===== src/rtl/acq_pkg.sv =====
package acq_pkg;

    localparam int unsigned ACQ_NCH    = 8;
    localparam int unsigned ACQ_CH_W   = $clog2(ACQ_NCH);
    localparam int unsigned ACQ_SMP_W  = 12;
    localparam int unsigned ACQ_EVT_W  = 12;
    localparam int unsigned ACQ_WORD_W = 1 + ACQ_EVT_W + ACQ_CH_W;

    // Header and data word layouts; both span ACQ_WORD_W bits.
    typedef struct packed {
        logic                 is_hdr;
        logic [ACQ_EVT_W-1:0] evt;
        logic [ACQ_CH_W-1:0]  mult;
    } hdr_word_t;

    typedef struct packed {
        logic                 is_hdr;
        logic [ACQ_CH_W-1:0]  chan;
        logic [ACQ_SMP_W-1:0] value;
    } dat_word_t;

    typedef enum logic [2:0] {
        SEQ_IDLE,
        SEQ_ARM,
        SEQ_SAMPLE,
        SEQ_HEADER,
        SEQ_CONVERT
    } seq_state_e;

    // Index of the lowest set bit (zero when none set).
    function automatic logic [ACQ_CH_W-1:0] lowest_set(input logic [ACQ_NCH-1:0] m);
        logic [ACQ_CH_W-1:0] idx;
        idx = '0;
        for (int i = ACQ_NCH - 1; i >= 0; i--) begin
            if (m[i]) idx = ACQ_CH_W'(i);
        end
        return idx;
    endfunction

    function automatic logic [ACQ_CH_W:0] count_set(input logic [ACQ_NCH-1:0] m);
        logic [ACQ_CH_W:0] n;
        n = '0;
        for (int i = 0; i < ACQ_NCH; i++) begin
            n = n + {{ACQ_CH_W{1'b0}}, m[i]};
        end
        return n;
    endfunction

endpackage


===== src/rtl/acq_window.sv =====
module acq_window #(
    parameter int unsigned NCH   = 8,
    parameter int unsigned SMP_W = 12,
    parameter int unsigned THR_W = 8
) (
    input  logic [NCH*SMP_W-1:0] samples_i,
    input  logic [NCH-1:0]       en_i,
    input  logic [THR_W-1:0]     lo_i,
    input  logic [THR_W-1:0]     hi_i,
    output logic [NCH-1:0]       hit_o
);

    localparam int unsigned DROP = SMP_W - THR_W;

    for (genvar g = 0; g < NCH; g++) begin : g_ch
        logic [THR_W-1:0] coarse;
        assign coarse   = samples_i[g*SMP_W + DROP +: THR_W];
        assign hit_o[g] = en_i[g] && (coarse >= lo_i) && (coarse <= hi_i);
    end

endmodule


===== src/rtl/acq_timeout.sv =====
module acq_timeout #(
    parameter int unsigned CNT_W = 10
) (
    input  logic             clk,
    input  logic             rst,
    input  logic             run_i,
    input  logic [CNT_W-1:0] limit_i,
    output logic             done_o
);

    logic [CNT_W-1:0] count_q;

    always_ff @(posedge clk) begin
        if (rst || !run_i) begin
            count_q <= '0;
        end else if (count_q != limit_i) begin
            count_q <= count_q + CNT_W'(1);
        end
    end

    assign done_o = run_i && (count_q == limit_i);

endmodule


===== src/rtl/acq_fifo_guard.sv =====
module acq_fifo_guard #(
    parameter int unsigned DEPTH = 512,
    parameter int unsigned LVL_W = 10
) (
    input  logic [LVL_W-1:0] level_i,
    input  logic             full_mode_i,
    output logic             blocked_o
);

    localparam logic [LVL_W-1:0] FULL_MARK = LVL_W'(DEPTH);
    localparam logic [LVL_W-1:0] HALF_MARK = LVL_W'(DEPTH / 2);

    assign blocked_o = full_mode_i ? (level_i >= FULL_MARK) : (level_i > HALF_MARK);

endmodule


===== src/rtl/acq_sequencer.sv =====
module acq_sequencer
    import acq_pkg::*;
#(
    parameter int unsigned THR_W      = 8,
    parameter int unsigned TO_W       = 10,
    parameter int unsigned FIFO_DEPTH = 512,
    parameter int unsigned LVL_W      = $clog2(FIFO_DEPTH) + 1
) (
    input  logic                           clk,
    input  logic                           rst,
    input  logic                           trig_i,
    input  logic                           mode_stop_i,
    input  logic [ACQ_NCH-1:0]             chan_en_i,
    input  logic [THR_W-1:0]               thr_lo_i,
    input  logic [THR_W-1:0]               thr_hi_i,
    input  logic [TO_W-1:0]                full_scale_i,
    input  logic                           fifo_full_mode_i,
    input  logic [LVL_W-1:0]               fifo_level_i,
    output logic [ACQ_NCH-1:0]             tac_start_o,
    output logic                           tac_stop_o,
    output logic                           smp_req_o,
    input  logic                           smp_ack_i,
    input  logic [ACQ_NCH*ACQ_SMP_W-1:0]   smp_data_i,
    output logic                           conv_req_o,
    output logic [ACQ_CH_W-1:0]            conv_ch_o,
    input  logic                           conv_ack_i,
    input  logic [ACQ_SMP_W-1:0]           conv_data_i,
    output logic                           fifo_wr_o,
    output logic [ACQ_WORD_W-1:0]          fifo_data_o,
    output logic                           busy_o,
    output logic [ACQ_EVT_W-1:0]           evt_cnt_o
);

    localparam logic [ACQ_NCH-1:0]  ONE_HOT0 = {{(ACQ_NCH-1){1'b0}}, 1'b1};
    localparam logic [ACQ_CH_W:0]   CNT_ONE  = {{ACQ_CH_W{1'b0}}, 1'b1};

    seq_state_e            state_q;
    logic [ACQ_NCH-1:0]    en_q;
    logic [ACQ_NCH-1:0]    pend_q;
    logic [ACQ_EVT_W-1:0]  evt_q;
    logic [ACQ_CH_W-1:0]   mult_q;
    logic [ACQ_NCH-1:0]    start_q;
    logic                  stop_q;

    logic                  blocked;
    logic                  accept;
    logic                  tmo_done;
    logic [ACQ_NCH-1:0]    hit;
    logic [ACQ_CH_W:0]     hit_cnt;
    logic [ACQ_CH_W:0]     hit_cnt_m1;
    logic [ACQ_CH_W-1:0]   cur_ch;
    logic [ACQ_NCH-1:0]    pend_next;
    hdr_word_t             hdr_word;
    dat_word_t             dat_word;

    acq_fifo_guard #(.DEPTH(FIFO_DEPTH), .LVL_W(LVL_W)) u_guard (
        .level_i     (fifo_level_i),
        .full_mode_i (fifo_full_mode_i),
        .blocked_o   (blocked)
    );

    acq_timeout #(.CNT_W(TO_W)) u_tmo (
        .clk     (clk),
        .rst     (rst),
        .run_i   (state_q == SEQ_ARM),
        .limit_i (full_scale_i),
        .done_o  (tmo_done)
    );

    acq_window #(.NCH(ACQ_NCH), .SMP_W(ACQ_SMP_W), .THR_W(THR_W)) u_win (
        .samples_i (smp_data_i),
        .en_i      (en_q),
        .lo_i      (thr_lo_i),
        .hi_i      (thr_hi_i),
        .hit_o     (hit)
    );

    always_comb begin
        accept     = trig_i && (state_q == SEQ_IDLE) && !blocked && (|chan_en_i);
        hit_cnt    = count_set(hit);
        hit_cnt_m1 = hit_cnt - CNT_ONE;
        cur_ch     = lowest_set(pend_q);
        pend_next  = pend_q & ~(ONE_HOT0 << cur_ch);
    end

    always_ff @(posedge clk) begin
        if (rst) begin
            state_q <= SEQ_IDLE;
            en_q    <= '0;
            pend_q  <= '0;
            evt_q   <= '0;
            mult_q  <= '0;
            start_q <= '0;
            stop_q  <= 1'b0;
        end else begin
            start_q <= '0;
            stop_q  <= 1'b0;
            unique case (state_q)
                SEQ_IDLE: begin
                    if (accept) begin
                        evt_q <= evt_q + ACQ_EVT_W'(1);
                        en_q  <= chan_en_i;
                        if (mode_stop_i) begin
                            stop_q  <= 1'b1;
                            state_q <= SEQ_SAMPLE;
                        end else begin
                            start_q <= chan_en_i;
                            state_q <= SEQ_ARM;
                        end
                    end
                end
                SEQ_ARM: begin
                    if (tmo_done) state_q <= SEQ_SAMPLE;
                end
                SEQ_SAMPLE: begin
                    if (smp_ack_i) begin
                        pend_q  <= hit;
                        mult_q  <= hit_cnt_m1[ACQ_CH_W-1:0];
                        state_q <= (|hit) ? SEQ_HEADER : SEQ_IDLE;
                    end
                end
                SEQ_HEADER: begin
                    state_q <= SEQ_CONVERT;
                end
                SEQ_CONVERT: begin
                    if (conv_ack_i) begin
                        pend_q <= pend_next;
                        if (pend_next == '0) state_q <= SEQ_IDLE;
                    end
                end
                default: state_q <= SEQ_IDLE;
            endcase
        end
    end

    always_comb begin
        hdr_word.is_hdr = 1'b1;
        hdr_word.evt    = evt_q;
        hdr_word.mult   = mult_q;
        dat_word.is_hdr = 1'b0;
        dat_word.chan   = cur_ch;
        dat_word.value  = conv_data_i;
    end

    assign tac_start_o = start_q;
    assign tac_stop_o  = stop_q;
    assign smp_req_o   = (state_q == SEQ_SAMPLE);
    assign conv_req_o  = (state_q == SEQ_CONVERT);
    assign conv_ch_o   = cur_ch;
    assign fifo_wr_o   = (state_q == SEQ_HEADER) || ((state_q == SEQ_CONVERT) && conv_ack_i);
    assign fifo_data_o = (state_q == SEQ_HEADER) ? ACQ_WORD_W'(hdr_word) : ACQ_WORD_W'(dat_word);
    assign busy_o      = (state_q != SEQ_IDLE) || blocked;
    assign evt_cnt_o   = evt_q;

endmodule


===== config.mk =====
export PLATFORM = sky130hd
export DESIGN_NAME = acq_sequencer
export DESIGN_NICKNAME = d
export VERILOG_FILES = /design/src/rtl/acq_pkg.sv /design/src/rtl/acq_window.sv /design/src/rtl/acq_timeout.sv /design/src/rtl/acq_fifo_guard.sv /design/src/rtl/acq_sequencer.sv
export SDC_FILE = /design/constraint.sdc
export NUM_CORES = 1
export LEC_CHECK = 0
export CORE_MARGIN = 5
export CORE_UTILIZATION = 56
export DETAILED_ROUTE_END_ITERATION = 8
export DONT_BUFFER_PORTS = 1
export PLACE_DENSITY_LB_ADDON = 0.05
export SYNTH_ARGS = -nofsm -noshare
export SYNTH_HDL_FRONTEND = slang
export SYNTH_SLANG_ARGS = --single-unit

===== constraint.sdc =====
create_clock -name clk -period 6 [get_ports clk]
set_input_delay 0.9 -clock clk [delete_from_list [all_inputs] [get_ports clk]]
set_output_delay 0.9 -clock clk [all_outputs]
set_load 0.01 [all_outputs]

After elaboration in Yosys (flattened, before gate mapping). Index checks and enable logic that the tools add are counted.

Word-level logic and storage cells: 112. Output and inout bits: 44. Input port bits: 159. Flip-flop bits (word level): 53.

Reductions and logical operators: 38. $lt $le $gt $ge: 18. Eq/ne operators: 11. Multiplexer cells: 22. Bitwise gates (word level): 4. Add/subtract/negate cells: 10. Shift-type cells: 1.

Operators with widths (number): $ge 8x8->1 (8); $le 8x8->1 (8); $mux 3 (13); $logic_and 1x1->1 (21); $mux 16 (1); $mux 8 (2); $pmux 8 s2 (1); $reduce_or 8->1 (2); $add 3x1->3 (5); $pmux 3 s5 (1); $add 12x1->12 const B (1); $add 10x1->10 const B (1); $eq 10x10->1 (1); $ge 10x10->1 const B (1); $gt 10x9->1 const B (1); $ne 10x10->1 (1); $and 8x8->8 (1); $logic_not 8->1 (1); $not 8->8 (1); $shl 1x3->8 const A (1); $eq 3x2->1 const B (2); $ne 2x1->1 const B (3); $reduce_and 5->1 (1); $mux 2 (2); other kinds (17) (24).

Depth between registers and ports, before layout. Gate-level depths: netlist of the first run.

Depth after elaboration: 15. Mapped depth: 17. Mapped depth without buffers: 17.

Modules after synthesis. From an unflattened synthesis of the first run, not the netlist that was laid out.

Cells, all modules: 672. Area total of the unflattened synthesis: 5684.2 um^2.

By module, submodules not included: acq_window (cells each 324, area each 2803.9 um^2, times used 1); acq_sequencer (cells each 276, area each 2254.7 um^2, times used 1); acq_timeout (cells each 67, area each 596.8 um^2, times used 1); acq_fifo_guard (cells each 5, area each 28.8 um^2, times used 1).

Worst setup path after synthesis of the first run. Ideal clock, no wire load.

Path type: input to register. Start point: input port thr_hi_i[5]. End point: register mult_q[1]. Library setup time: 128 ps. Stages on the path: 17. Arrival: 4540 ps. Setup slack: 1332 ps. Path through: inv_1 ha_1 a211o_1 o211ai_1 o2111ai_1 a21oi_1 inv_1 ha_1 fa_1 inv_1 fa_1 inv_1 fa_1 inv_1 fa_1 mux2i_1 nor2_1.

Cells in the longest elaborated chain, start to end: 10. Elaborated cells on any way between the ends: 24.

RTL lines: start: declaration (line acq_sequencer.sv:15) `input logic [THR_W-1:0] thr_hi_i,`; $le 8x8->1 (line acq_window.sv:18) `assign hit_o[g] = en_i[g] && (coarse >= lo_i) && (coarse <= hi_i);`; $logic_and 1x1->1 (line acq_window.sv:18); $add 1x1->2 (line acq_pkg.sv:44) `n = n + {{ACQ_CH_W{1'b0}}, m[i]};`; $add 2x1->3 (line acq_pkg.sv:44); $add 3x1->3 (4 in a row) (line acq_pkg.sv:44); $add 3x1->3 (*) (line acq_pkg.sv:44); $sub 3x1->3 (*) (line acq_sequencer.sv:81) `hit_cnt_m1 = hit_cnt - CNT_ONE;`; via hit_cnt_m1[1] (line acq_sequencer.sv:50) `logic [ACQ_CH_W:0] hit_cnt_m1;`; end signal: assignment (line acq_sequencer.sv:118) `mult_q <= hit_cnt_m1[ACQ_CH_W-1:0];`; end: declaration (line acq_sequencer.sv:41) `logic [ACQ_CH_W-1:0] mult_q;`.

The timed path passes the listed nets; every way through them passes the cells marked *. A chain may end at the register's enable or synchronous reset.

Final worst setup path of the first run.
Start point: input port thr_hi_i[4]. End point: register mult_q[1].

The elaborated chain is that of the path after synthesis.

==> metrics.log, run 1 <==
INFO  metric cp.arrival = 5.09 ns
INFO  metric post-synth-top-area-cell = ha_1
INFO  metric crit_path_end_kind = flop
INFO  metric postSynthCellCount = 680
INFO  metric number_of_antenna_violations_at_the_first_check_in_global_routing = 0
INFO  metric first_pass_grt_wire_length = 24750 µm
INFO  metric max_cap_viol_count = 0
INFO  metric ir_drop = 0.1855 mV
INFO  metric cts_made_buffers = 5
INFO  metric cts-hold-fix-buffers = 0
INFO  metric ys_dominant_reg_cell = dfxtp_1
INFO  metric detail_route.vias_per_cell = 6.167
INFO  metric post_cts_resized = 0
INFO  metric dp_hpwl = 12640 µm
INFO  metric crit_path_start_kind = primary input
INFO  metric fin_worst_skew = 0.007371 ns
INFO  metric holdCritStartpoint = en_q[3]
INFO  metric synth_seq_area_share = 19.24%
INFO  metric number_of_rows_in_the_core_area = 36
INFO  metric cts-root-to-sink-buffers = 2
INFO  metric fmaxAchievable = 205.0 MHz
INFO  metric buffer_ports.inserted = 0
INFO  metric crit-reg2reg-capture = mult_q[1]
INFO  metric setup_slack_of_the_worst_register_to_register_path = 2.04 ns
INFO  metric post_synth_num_cell_types = 56
INFO  metric post-layout-total-power = 0.8384 mW
INFO  metric setup_total_negative_slack = 0 ns
INFO  metric syn_area_per_cell = 8.109 µm²
INFO  metric tritoncts_num_sinks = 53
INFO  metric drt_pass1_iterations = 4
INFO  metric timing.final.crit_share = 81.31%
INFO  metric power_per_cell_area = 144.7 nW/µm²
INFO  metric die-height = 109.2 µm
INFO  metric hold_path_class = reg2reg
INFO  metric synth-warning-count = 0
INFO  metric rsz0062_at_grt = false
INFO  metric worst_hold_endpoint = en_q[3]
INFO  metric status = complete, no violations
INFO  metric finalSetupViolCount = 0
INFO  metric clock_transition_at_the_registers_of_the_reported_paths = 0.09 ns
INFO  metric htree_num_levels = 2
INFO  metric slew-limit-headroom = 52.05%
INFO  metric postCtsSetupBuffers = 0
INFO  metric first_iter_violations = 199
INFO  metric worst-setup-path-type = in2reg
INFO  metric final_net_count = 978
INFO  metric clk-insertion-delay-late = 0.31 ns
INFO  metric max_slew.worst_pin.slew = 0.7170 ns
INFO  metric die_area = 11930 µm²
INFO  metric post-route-drc-count = 0
INFO  metric cts.root.buffer_cell = clkbuf_8
INFO  metric power.leakage = 2.576 nW
INFO  metric flow.area_growth_from_synthesis = 5.106%
INFO  metric wire_length_per_cell_after_detailed_routing = 19.26 µm
INFO  metric insertedDiodeCount = 0
INFO  metric rr_startpoint = en_q[0]
INFO  metric postRouteWirelength = 15720 µm
INFO  metric antenna_left = 0
INFO  metric asyncSetResetFlopFracSynth = 0%
INFO  metric core_footprint = 9684 µm²
INFO  metric first_global_vias = 5111
INFO  metric layout.filler_cells = 888
INFO  metric timing.final.crit_period = 4.879 ns
INFO  metric cp.required = 6.21 ns
INFO  metric synth_nets = 975
INFO  metric fraction_of_layout_cells_with_a_size_suffix_above_1 = 4.246%
INFO  metric tritoncts_clock_tree = built
INFO  metric floorplan.initialDensity = 56.94%
INFO  metric critical_path.max_fanout = 8
INFO  metric grt_overflow = 0
INFO  metric synth_top_area_share = 29.95%
INFO  metric synth.top_cells.by_area = ha_1 (30%), dfxtp_1 (19%), nand2_1 (6.7%), a21oi_1 (5.4%), nor2_1 (3.4%)
INFO  metric synth_enable_flop_cells = 0
INFO  metric grt_max_degree = 38
INFO  metric finalHoldViolCount = 0
INFO  metric maxSlewViolCount = 0
INFO  metric yosys_register_bits = 53
INFO  metric reg2regPathDepth = 14
INFO  metric globalplace.congestion = 0.9429
INFO  metric die_w = 109.2 µm
INFO  metric route.vias.total = 5032
INFO  metric whs_path_depth = 2
INFO  metric ios = 203
INFO  metric synth.cell_area = 5514 µm²
INFO  metric grt_use_total = 26.30%
logic make-up (layout without fill, tap and decap cells):
kind of cell	count (synthesis)	after routing	synth area share (%)
adders and majority gates	136	136	31.40
and+or+nand+nor	257	257	22.69
buffers and inverters	54	57	3.744
DFF	53	53	19.24
AOI/OAI and AO/OA	146	146	17.45
xor gates and xnor gates	31	31	4.924
muxes	3	3	0.5446
flip-flops by register name, indices dropped and copies added (netlist names):
register and flops:
evt_cnt_o 12, u_tmo.count_q 10, en_q 8, pend_q 8
tac_start_o 8, mult_q 3, state_q 3, tac_stop_o 1
metal layers:
layer  vias to the layer above  GRT usage, %  wire length [µm]
met1                      2325         29.20              6144
met2                       203         47.24              7652
met4                         0         10.60               384
li1                       2474             -                 -
met5                         -             0                 0
met3                        30         7.223              1538
layout make-up:
cell class,instances,area [µm²],area share [%]
clock buffer,5,68.82,1.187
clock inverter,2,35.03,0.6045
inverter,42,157.7,2.720
multi-input combinational,573,4247,73.27
sequential,53,1061,18.31
tap,133,166.4,2.871
timing repair buffer,8,60.06,1.036
worst max path at each step:
stage                      from        end  depth (start not counted)
floorplan           thr_hi_i[5]  mult_q[1]                         17
CTS                 thr_hi_i[4]  mult_q[1]                         17
global route        thr_hi_i[4]  mult_q[1]                         17
detailed placement  thr_hi_i[4]  mult_q[1]                         17
global placement    thr_hi_i[4]  mult_q[1]                         17
finish              thr_hi_i[4]  mult_q[1]                         17
cells in the mapped netlist, types with 3 or more instances:
cell type / count
a21o_1: 3
nand2b_1: 9
ha_1: 132
a211o_1: 10
nand2_1: 99
o21ai_0: 13
nor3b_1: 3
nor3_1: 16
and3_1: 4
o211ai_1: 6
a21boi_1: 4
a211oi_1: 7
a21oi_1: 59
and2_1: 9
dfxtp_1: 53
mux2i_1: 3
a22oi_1: 5
nor4_1: 9
xor2_1: 17
o21bai_1: 3
fa_1: 4
nand4_1: 16
a2111o_1: 5
inv_1: 40
buf_2: 3
o2111ai_1: 6
nor2b_1: 10
o21ai_1: 6
nand3_1: 18
nor2_1: 50
a31oi_1: 6
clkbuf_1: 8
xnor2_1: 14
placed cells by master, fill, tap and decap left out, types with 7 or more instances in the layout:
| master | instances |
|---|---|
| nor3_1 | 16 |
| ha_1 | 132 |
| buf_4 | 8 |
| inv_1 | 40 |
| a211oi_1 | 7 |
| xnor2_1 | 14 |
| nor4_1 | 9 |
| nand2_1 | 99 |
| xor2_1 | 17 |
| a211o_1 | 10 |
| nand2b_1 | 9 |
| and2_1 | 9 |
| o21ai_0 | 13 |
| dfxtp_1 | 53 |
| nor2_1 | 50 |
| nand4_1 | 16 |
| nand3_1 | 18 |
| nor2b_1 | 10 |
| a21oi_1 | 59 |
worst max-delay path, stage by stage:
cell and delay (ns):
inv_1 0.18, ha_1 0.29, a211o_1 0.28, o211ai_1 0.14, o2111ai_1 0.17, a21oi_1 0.48
inv_1 0.11, ha_1 0.34, fa_1 0.54, inv_1 0.06, fa_1 0.54, inv_1 0.05
fa_1 0.35, inv_1 0.09, fa_1 0.40, mux2i_1 0.14, nor2_1 0.05
report_power, final:
| part | switching [mW] | leakage (nW) | internal, mW |
|---|---|---|---|
| logic | 0.134 | 2.09 | 0.101 |
| registers | 0.00753 | 0.428 | 0.358 |
| clock network | 0.117 | 0.0540 | 0.121 |
per-stage QoR:
stage                     cell area (µm²)  worst slack (ns)  cells  util (%)  hold slack (ns)
after floorplan                      5514             1.332    680         -           0.4448
after global routing                 5796            0.9202    816     59.85           0.5110
after global placement               5692            0.9297    809     58.77           0.4580
after CTS                            5796             1.170    816     59.85           0.4706
after detailed placement             5692            0.8378    809     58.77           0.4578
final                                5796             1.121    816     59.85           0.4717
Power figures use the tool's default switching activity.
==> run 2: changes to the inputs <==
- clock period: 6 -> 4 ns (I/O delays scaled with it)
==> run 2 against run 1 <==
The flow now finishes with violations (setup timing). First-iteration DRC count is 8.0% lower. Largest power group unchanged. Worst setup slack got worse by 1.2 ns. Highest routed layer unchanged. Wire length grew 0.78%. Total power increased by 49%.
==> metrics.log, run 2 (synthesis results as in run 1) <==
INFO  metric critical_path.max_fanout = 4
INFO  metric hold_path_class = in2reg
INFO  metric crit_path_end_kind = flop
INFO  metric worstPathCellList = clkinvlp_4 -> ha_4 -> a211o_1 -> o211ai_1 -> o2111ai_1 -> a32oi_2 -> inv_2 -> ha_4 -> fa_1 -> inv_1 -> fa_1 -> inv_2 -> fa_2 -> inv_2 -> fa_1 -> mux2i_1 -> nor2_1
INFO  metric rsz0062_at_grt = true
INFO  metric core_footprint = 9684 µm²
INFO  metric number_of_antenna_violations_at_the_first_check_in_global_routing = 1
INFO  metric fraction_of_layout_cells_with_a_size_suffix_above_1 = 10.80%
INFO  metric reg2regPathDepth = 14
INFO  metric crit_path_start_kind = primary input
INFO  metric detail_route.vias_per_cell = 5.944
INFO  metric flow.area_growth_from_synthesis = 11.73%
INFO  metric maxSlewViolCount = 0
INFO  metric whs_path_depth = 1
INFO  metric power.leakage = 2.756 nW
INFO  metric buffer_ports.inserted = 0
INFO  metric globalplace.congestion = 0.8796
INFO  metric floorplan.initialDensity = 56.94%
INFO  metric worstPathBufferInverterCount = 5
INFO  metric cp.arrival = 4.32 ns
INFO  metric grt_use_total = 26.60%
INFO  metric die_area = 11930 µm²
INFO  metric die_w = 109.2 µm
INFO  metric slew-limit-headroom = 53.92%
INFO  metric finalSetupViolCount = 2
INFO  metric wire_length_per_cell_after_detailed_routing = 18.51 µm
INFO  metric ir_drop = 0.3115 mV
INFO  metric fin_worst_skew = 0.009689 ns
INFO  metric fmaxAchievable = 243.9 MHz
INFO  metric power_per_cell_area = 202.5 nW/µm²
INFO  metric first_pass_grt_wire_length = 25010 µm
INFO  metric timing.final.crit_share = 102.5%
INFO  metric crit_path_top_delay_cell = fa_1
INFO  metric cp.required = 4.22 ns
INFO  metric dp_hpwl = 13310 µm
INFO  metric timing.final.crit_period = 4.100 ns
INFO  metric first_iter_violations = 183
INFO  metric postRouteWirelength = 15840 µm
INFO  metric tritoncts_num_sinks = 53
INFO  metric worst-setup-path-type = in2reg
INFO  metric cts_made_buffers = 5
INFO  metric drt_pass1_iterations = 4
INFO  metric route.vias.total = 5088
INFO  metric setup_total_negative_slack = -0.1160 ns
INFO  metric finalHoldViolCount = 0
INFO  metric critical_path_cell_count = 17
INFO  metric ios = 203
INFO  metric violations = setup timing
INFO  metric max_cap_viol_count = 0
INFO  metric post-route-drc-count = 0
INFO  metric layout.cells.most_common_list = ha_1 (129), nand2_1 (99), a21oi_1 (58)
INFO  metric status = complete, but fails checks
INFO  metric antenna_left = 0
INFO  metric grt_overflow = 0
INFO  metric cts-hold-fix-buffers = 0
INFO  metric max_slew.worst_pin.slew = 0.6897 ns
INFO  metric htree_num_levels = 2
INFO  metric largest_register_ff_count = 12
INFO  metric grt_max_degree = 38
INFO  metric fin_ws = -0.1003 ns
INFO  metric first_global_vias = 5316
INFO  metric layout.cells.most_common = ha_1
INFO  metric clk-insertion-delay-late = 0.31 ns
INFO  metric final_net_count = 1016
INFO  metric clock_transition_at_the_registers_of_the_reported_paths = 0.10 ns
INFO  metric tritoncts_clock_tree = built
INFO  metric cpPeakStageDelay = 0.52 ns
INFO  metric cts.root.buffer_cell = clkbuf_8
INFO  metric number_of_rows_in_the_core_area = 36
INFO  metric cts-root-to-sink-buffers = 2
INFO  metric worst_path_dominant_cell_family = adder cells
INFO  metric dp_worst_setup_slack = -0.4284 ns
INFO  metric die-height = 109.2 µm
INFO  metric whs = 0.3411 ns
[run 2: cell types whose count changed in the layout (fill, tap and decap cells not counted), sizes merged]
cell / before / now
bufinv: 1 / 0
clkinvlp: 0 / 2
buf: 8 / 46
diode: 0 / 1
[run 2: worst paths after layout]
| path | end | startpoint | slack (ns) |
|---|---|---|---|
| min | pend_q[7] | rst | 0.34 |
| max | mult_q[1] | thr_hi_i[5] | -0.10 |
| min reg2reg | en_q[7] | en_q[7] | 0.48 |
| max reg2reg | mult_q[1] | en_q[2] | 0.43 |
[run 2: metrics by stage]
stage / cells / area [µm²] / utilization (%) / power (mW)
5_1_grt: 856 / 6161 / 63.62 / 1.339
6_report: 856 / 6161 / 63.62 / 1.248
3_3_place_gp: 845 / 6047 / 62.44 / 0.9235
2_1_floorplan: 680 / 5562 / - / 0.8303
4_1_cts: 854 / 6145 / 63.45 / 1.259
3_5_place_dp: 845 / 6047 / 62.44 / 0.9451
[run 2: layer usage]
metal	up-vias	part of all wire (%)	wire, µm	GRT usage [%]
met2	192	48	7682	48.73
li1	2547	-	-	-
met4	0	3.3	516	11.04
met5	-	0	0	0
met3	43	9.4	1493	7.815
met1	2306	39	6150	28.30
[run 2: report_power, final]
part	internal, mW	switching [mW]	total [mW]	leakage [nW]
registers	0.537	0.0112	0.548	0.428
logic	0.182	0.208	0.390	2.28
clock network	0.125	0.186	0.310	0.0445
[run 2: timing repair]
action | CTS | global route
pin swaps | 3 | 7
setup endpoints to repair | 2 | 2
gates resized for setup | 1 | 2
buffers inserted | 1 | 1
[run 2: layout make-up]
type | instances | area [µm²]
multi-input combinational | 573 | 4297
clock buffer | 5 | 68.82
sequential | 53 | 1061
clock inverter | 3 | 21.27
inverter | 42 | 161.4
timing repair buffer | 46 | 382.9
tap | 133 | 166.4
fill | 831 | 3523
antenna | 1 | 2.502
==> run 3: changes to the inputs <==
- ABC_AREA: not set -> 1
==> run 3 against run 2 <==
The run now ends clean. Count of clock-buffer cells in the layout increased by 1. Largest cell class unchanged. Worst hold slack about the same. Highest routed layer unchanged. Maximum frequency rose by 6.8%. Final area up 6.1%. Largest power group is now combinational logic. Sequential share of layout area fell by 0.98 points. Synthesized cell count increased by 29%. Utilization barely moved. Critical path type unchanged.
==> metrics.log, run 3 <==
INFO  metric fin_ws = 0.1597 ns
INFO  metric dp_worst_setup_slack = -0.2838 ns
INFO  metric timing.final.crit_period = 3.840 ns
INFO  metric die-height = 112.5 µm
INFO  metric clock_network_fraction_of_design_power = 16.9%
INFO  metric final_non_filler_cell_total = 1046
INFO  metric postRouteWirelength = 17100 µm
INFO  metric post-layout-total-power = 1.924 mW
INFO  metric synth.top_cells.by_area = ha_1 (28%), dfxtp_1 (18%), nand2_1 (14%), inv_1 (8.9%), a21oi_1 (6.0%)
INFO  metric cp.arrival = 4.04 ns
INFO  metric clock_transition_at_the_registers_of_the_reported_paths = 0.10 ns
INFO  metric setup_slack_of_the_worst_register_to_register_path = 0.96 ns
INFO  metric first_global_vias = 5560
INFO  metric whs = 0.3409 ns
INFO  metric power_per_cell_area = 294.5 nW/µm²
INFO  metric crit_path_end_kind = flop
INFO  metric ir_drop = 0.2630 mV
INFO  metric synth.cell_area = 5884 µm²
INFO  metric grt_max_degree = 27
INFO  metric p_switching = 0.8578 mW
INFO  metric antenna_left = 0
INFO  metric layout.cells.most_common = nand2_1
INFO  metric post-route-drc-count = 0
INFO  metric worst_path_dominant_cell_family = adder cells
INFO  metric synth_nets = 1170
INFO  metric asyncSetResetFlopFracSynth = 0%
INFO  metric post_synth_num_cell_types = 32
INFO  metric power_frac_comb = 49.4%
INFO  metric final_net_count = 1204
INFO  metric yosys_register_bits = 53
INFO  metric status = complete, no violations
INFO  metric post-synth-top-area-cell = ha_1
INFO  metric cts_made_buffers = 5
INFO  metric wire_length_per_cell_after_detailed_routing = 16.35 µm
INFO  metric placed_cells = 1038
INFO  metric drt_pass1_iterations = 7
INFO  metric die_w = 112.5 µm
INFO  metric largest_register_ff_count = 12
INFO  metric globalplace.congestion = 0.8670
INFO  metric route.vias.total = 5713
INFO  metric slew-limit-headroom = 49.77%
INFO  metric number_of_rows_in_the_core_area = 37
INFO  metric cts-hold-fix-buffers = 0
INFO  metric worst-setup-path-type = in2reg
INFO  metric maxSlewViolCount = 0
INFO  metric ios = 203
INFO  metric flow.area_growth_from_synthesis = 11.04%
INFO  metric floorplan.initialDensity = 57.26%
INFO  metric die_area = 12660 µm²
INFO  metric grt_use_total = 26.01%
INFO  metric power.leakage = 3.407 nW
INFO  metric crit_path_top_delay_cell = fa_1
INFO  metric insertedDiodeCount = 0
INFO  metric grt_overflow = 0
INFO  metric core_footprint = 10280 µm²
INFO  metric worstPathCellList = clkinvlp_4 -> ha_4 -> a21oi_1 -> o21a_1 -> nand2_1 -> nand2_2 -> nand3_2 -> ha_4 -> fa_1 -> inv_1 -> fa_1 -> inv_1 -> fa_1 -> inv_1 -> fa_1 -> o21ai_1 -> nor2_1
INFO  metric hold_path_class = in2reg
INFO  metric synth_seq_area_share = 18.03%
INFO  metric synth_enable_flop_cells = 0
INFO  metric clk-insertion-delay-late = 0.31 ns
INFO  metric fmaxAchievable = 260.4 MHz
INFO  metric layout.cells.most_common_list = nand2_1 (220), inv_1 (134), ha_1 (125)
INFO  metric syn_area_per_cell = 6.725 µm²
INFO  metric crit_path_start_kind = primary input
INFO  metric max_cap_viol_count = 0
INFO  metric post_cts_resized = 0
INFO  metric first_pass_grt_wire_length = 26880 µm
INFO  metric critical_path.max_fanout = 4
INFO  metric power_switching_share = 44.59%
INFO  metric max_slew.worst_pin.slew = 0.7526 ns
INFO  metric htree_num_levels = 2
INFO  metric cts.root.buffer_cell = clkbuf_8
INFO  metric power.sequential.fraction = 33.6%
INFO  metric dp_hpwl = 14620 µm
INFO  metric first_iter_violations = 341
INFO  metric synth-warning-count = 0
INFO  metric cts-root-to-sink-buffers = 2
INFO  metric buffer_ports.inserted = 0
INFO  metric synth_top_area_share = 28.07%
INFO  metric tritoncts_clock_tree = built
INFO  metric number_of_antenna_violations_at_the_first_check_in_global_routing = 0
INFO  metric timing.final.crit_share = 96.01%
INFO  metric tritoncts_num_sinks = 53
INFO  metric cp.required = 4.20 ns
INFO  metric cpPeakStageDelay = 0.53 ns
INFO  metric synth_common_cells = nand2_1 (223), inv_1 (139), ha_1 (132), nor2_1 (82), a21oi_1 (70)
INFO  metric postCtsSetupBuffers = 0
INFO  metric postSynthCellCount = 875
INFO  metric cellInternalPower = 1.066 mW
INFO  metric finalHoldViolCount = 0
INFO  metric fin_worst_skew = 0.009826 ns
INFO  metric worstPathBufferInverterCount = 4
INFO  metric worst_path_most_repeated_cell = fa_1
INFO  metric fraction_of_layout_cells_with_a_size_suffix_above_1 = 9.231%
INFO  metric ys_dominant_reg_cell = dfxtp_1
INFO  metric finalSetupViolCount = 0
INFO  metric detail_route.vias_per_cell = 5.462
INFO  metric post-synth-top-count-cell = nand2_1
==> run 3: cell count changes after synthesis, moves of 9 or more <==
cell | previous run | this run
nand2_1 | 99 | 223
a211o_1 | 10 | 0
nor2_1 | 50 | 82
nor2b_1 | 10 | 0
xnor2_1 | 14 | 0
inv_1 | 40 | 139
and2_1 | 9 | 0
a21oi_1 | 59 | 70
o21ai_0 | 13 | 43
nand2b_1 | 9 | 0
==> run 3: through the flow <==
stage | instance area [µm²] | utilization [%] | TNS [ns]
after floorplan | 5947 | - | 0
after global placement | 6334 | 61.63 | -0.4757
after detailed placement | 6334 | 61.63 | -0.5538
after CTS | 6432 | 62.59 | 0
after global routing | 6534 | 63.57 | -0.1262
final | 6534 | 63.57 | 0
==> run 3: layout make-up <==
cell class	count	area (µm²)
multi-input cells	675	4400
fillers	996	3744
flip-flops and latches	53	1061
inverters	139	540.5
repair buffers	35	262.8
well taps	136	170.2
clock buffers	6	82.58
clock inverters	2	16.27
==> run 3: metal layers <==
metal	GRT usage (%)	vias to the layer above	wire (µm)
met4	4.567	0	272
li1	-	2948	-
met1	34.87	2558	7736
met5	0	-	0
met3	5.499	23	1216
met2	43.62	184	7873
==> run 3: worst register-to-register path, cell delays in order (launching register included) <==
cell and delay [ns]:
dfxtp_1 0.41, nand3_2 0.13, ha_4 0.23, fa_1 0.53, inv_1 0.05, fa_1 0.52
inv_1 0.05, fa_1 0.36, inv_1 0.09, fa_1 0.39, o21ai_1 0.12, nor2_1 0.05
==> run 3: final timing paths <==
check,end,cells after the start,from
hold reg to reg,mult_q[2],2,mult_q[2]
setup / recovery,mult_q[1],17,thr_hi_i[7]
setup reg to reg,mult_q[1],11,en_q[0]
hold / removal,state_q[0],1,rst
==> run 3: cell families after synthesis <==
logic type,Yosys count,synth area share [%]
adders and majority gates,136,29.43
buffers and inverters,147,9.653
xor gates and xnor gates,15,2.233
and+or+nand+nor,381,27.07
DFF,53,18.03
AOI/OAI and AO/OA,143,13.59
==> run 3: power groups by stage <==
stage          Sequential (mW)  Clock (mW)  Combinational [mW]
5_1_grt                  0.657       0.361                1.10
3_3_place_gp             0.656           0               0.889
4_1_cts                  0.645       0.330               0.933
2_1_floorplan            0.645           0               0.719
6_report                 0.647       0.326               0.951
3_5_place_dp             0.658           0               0.930
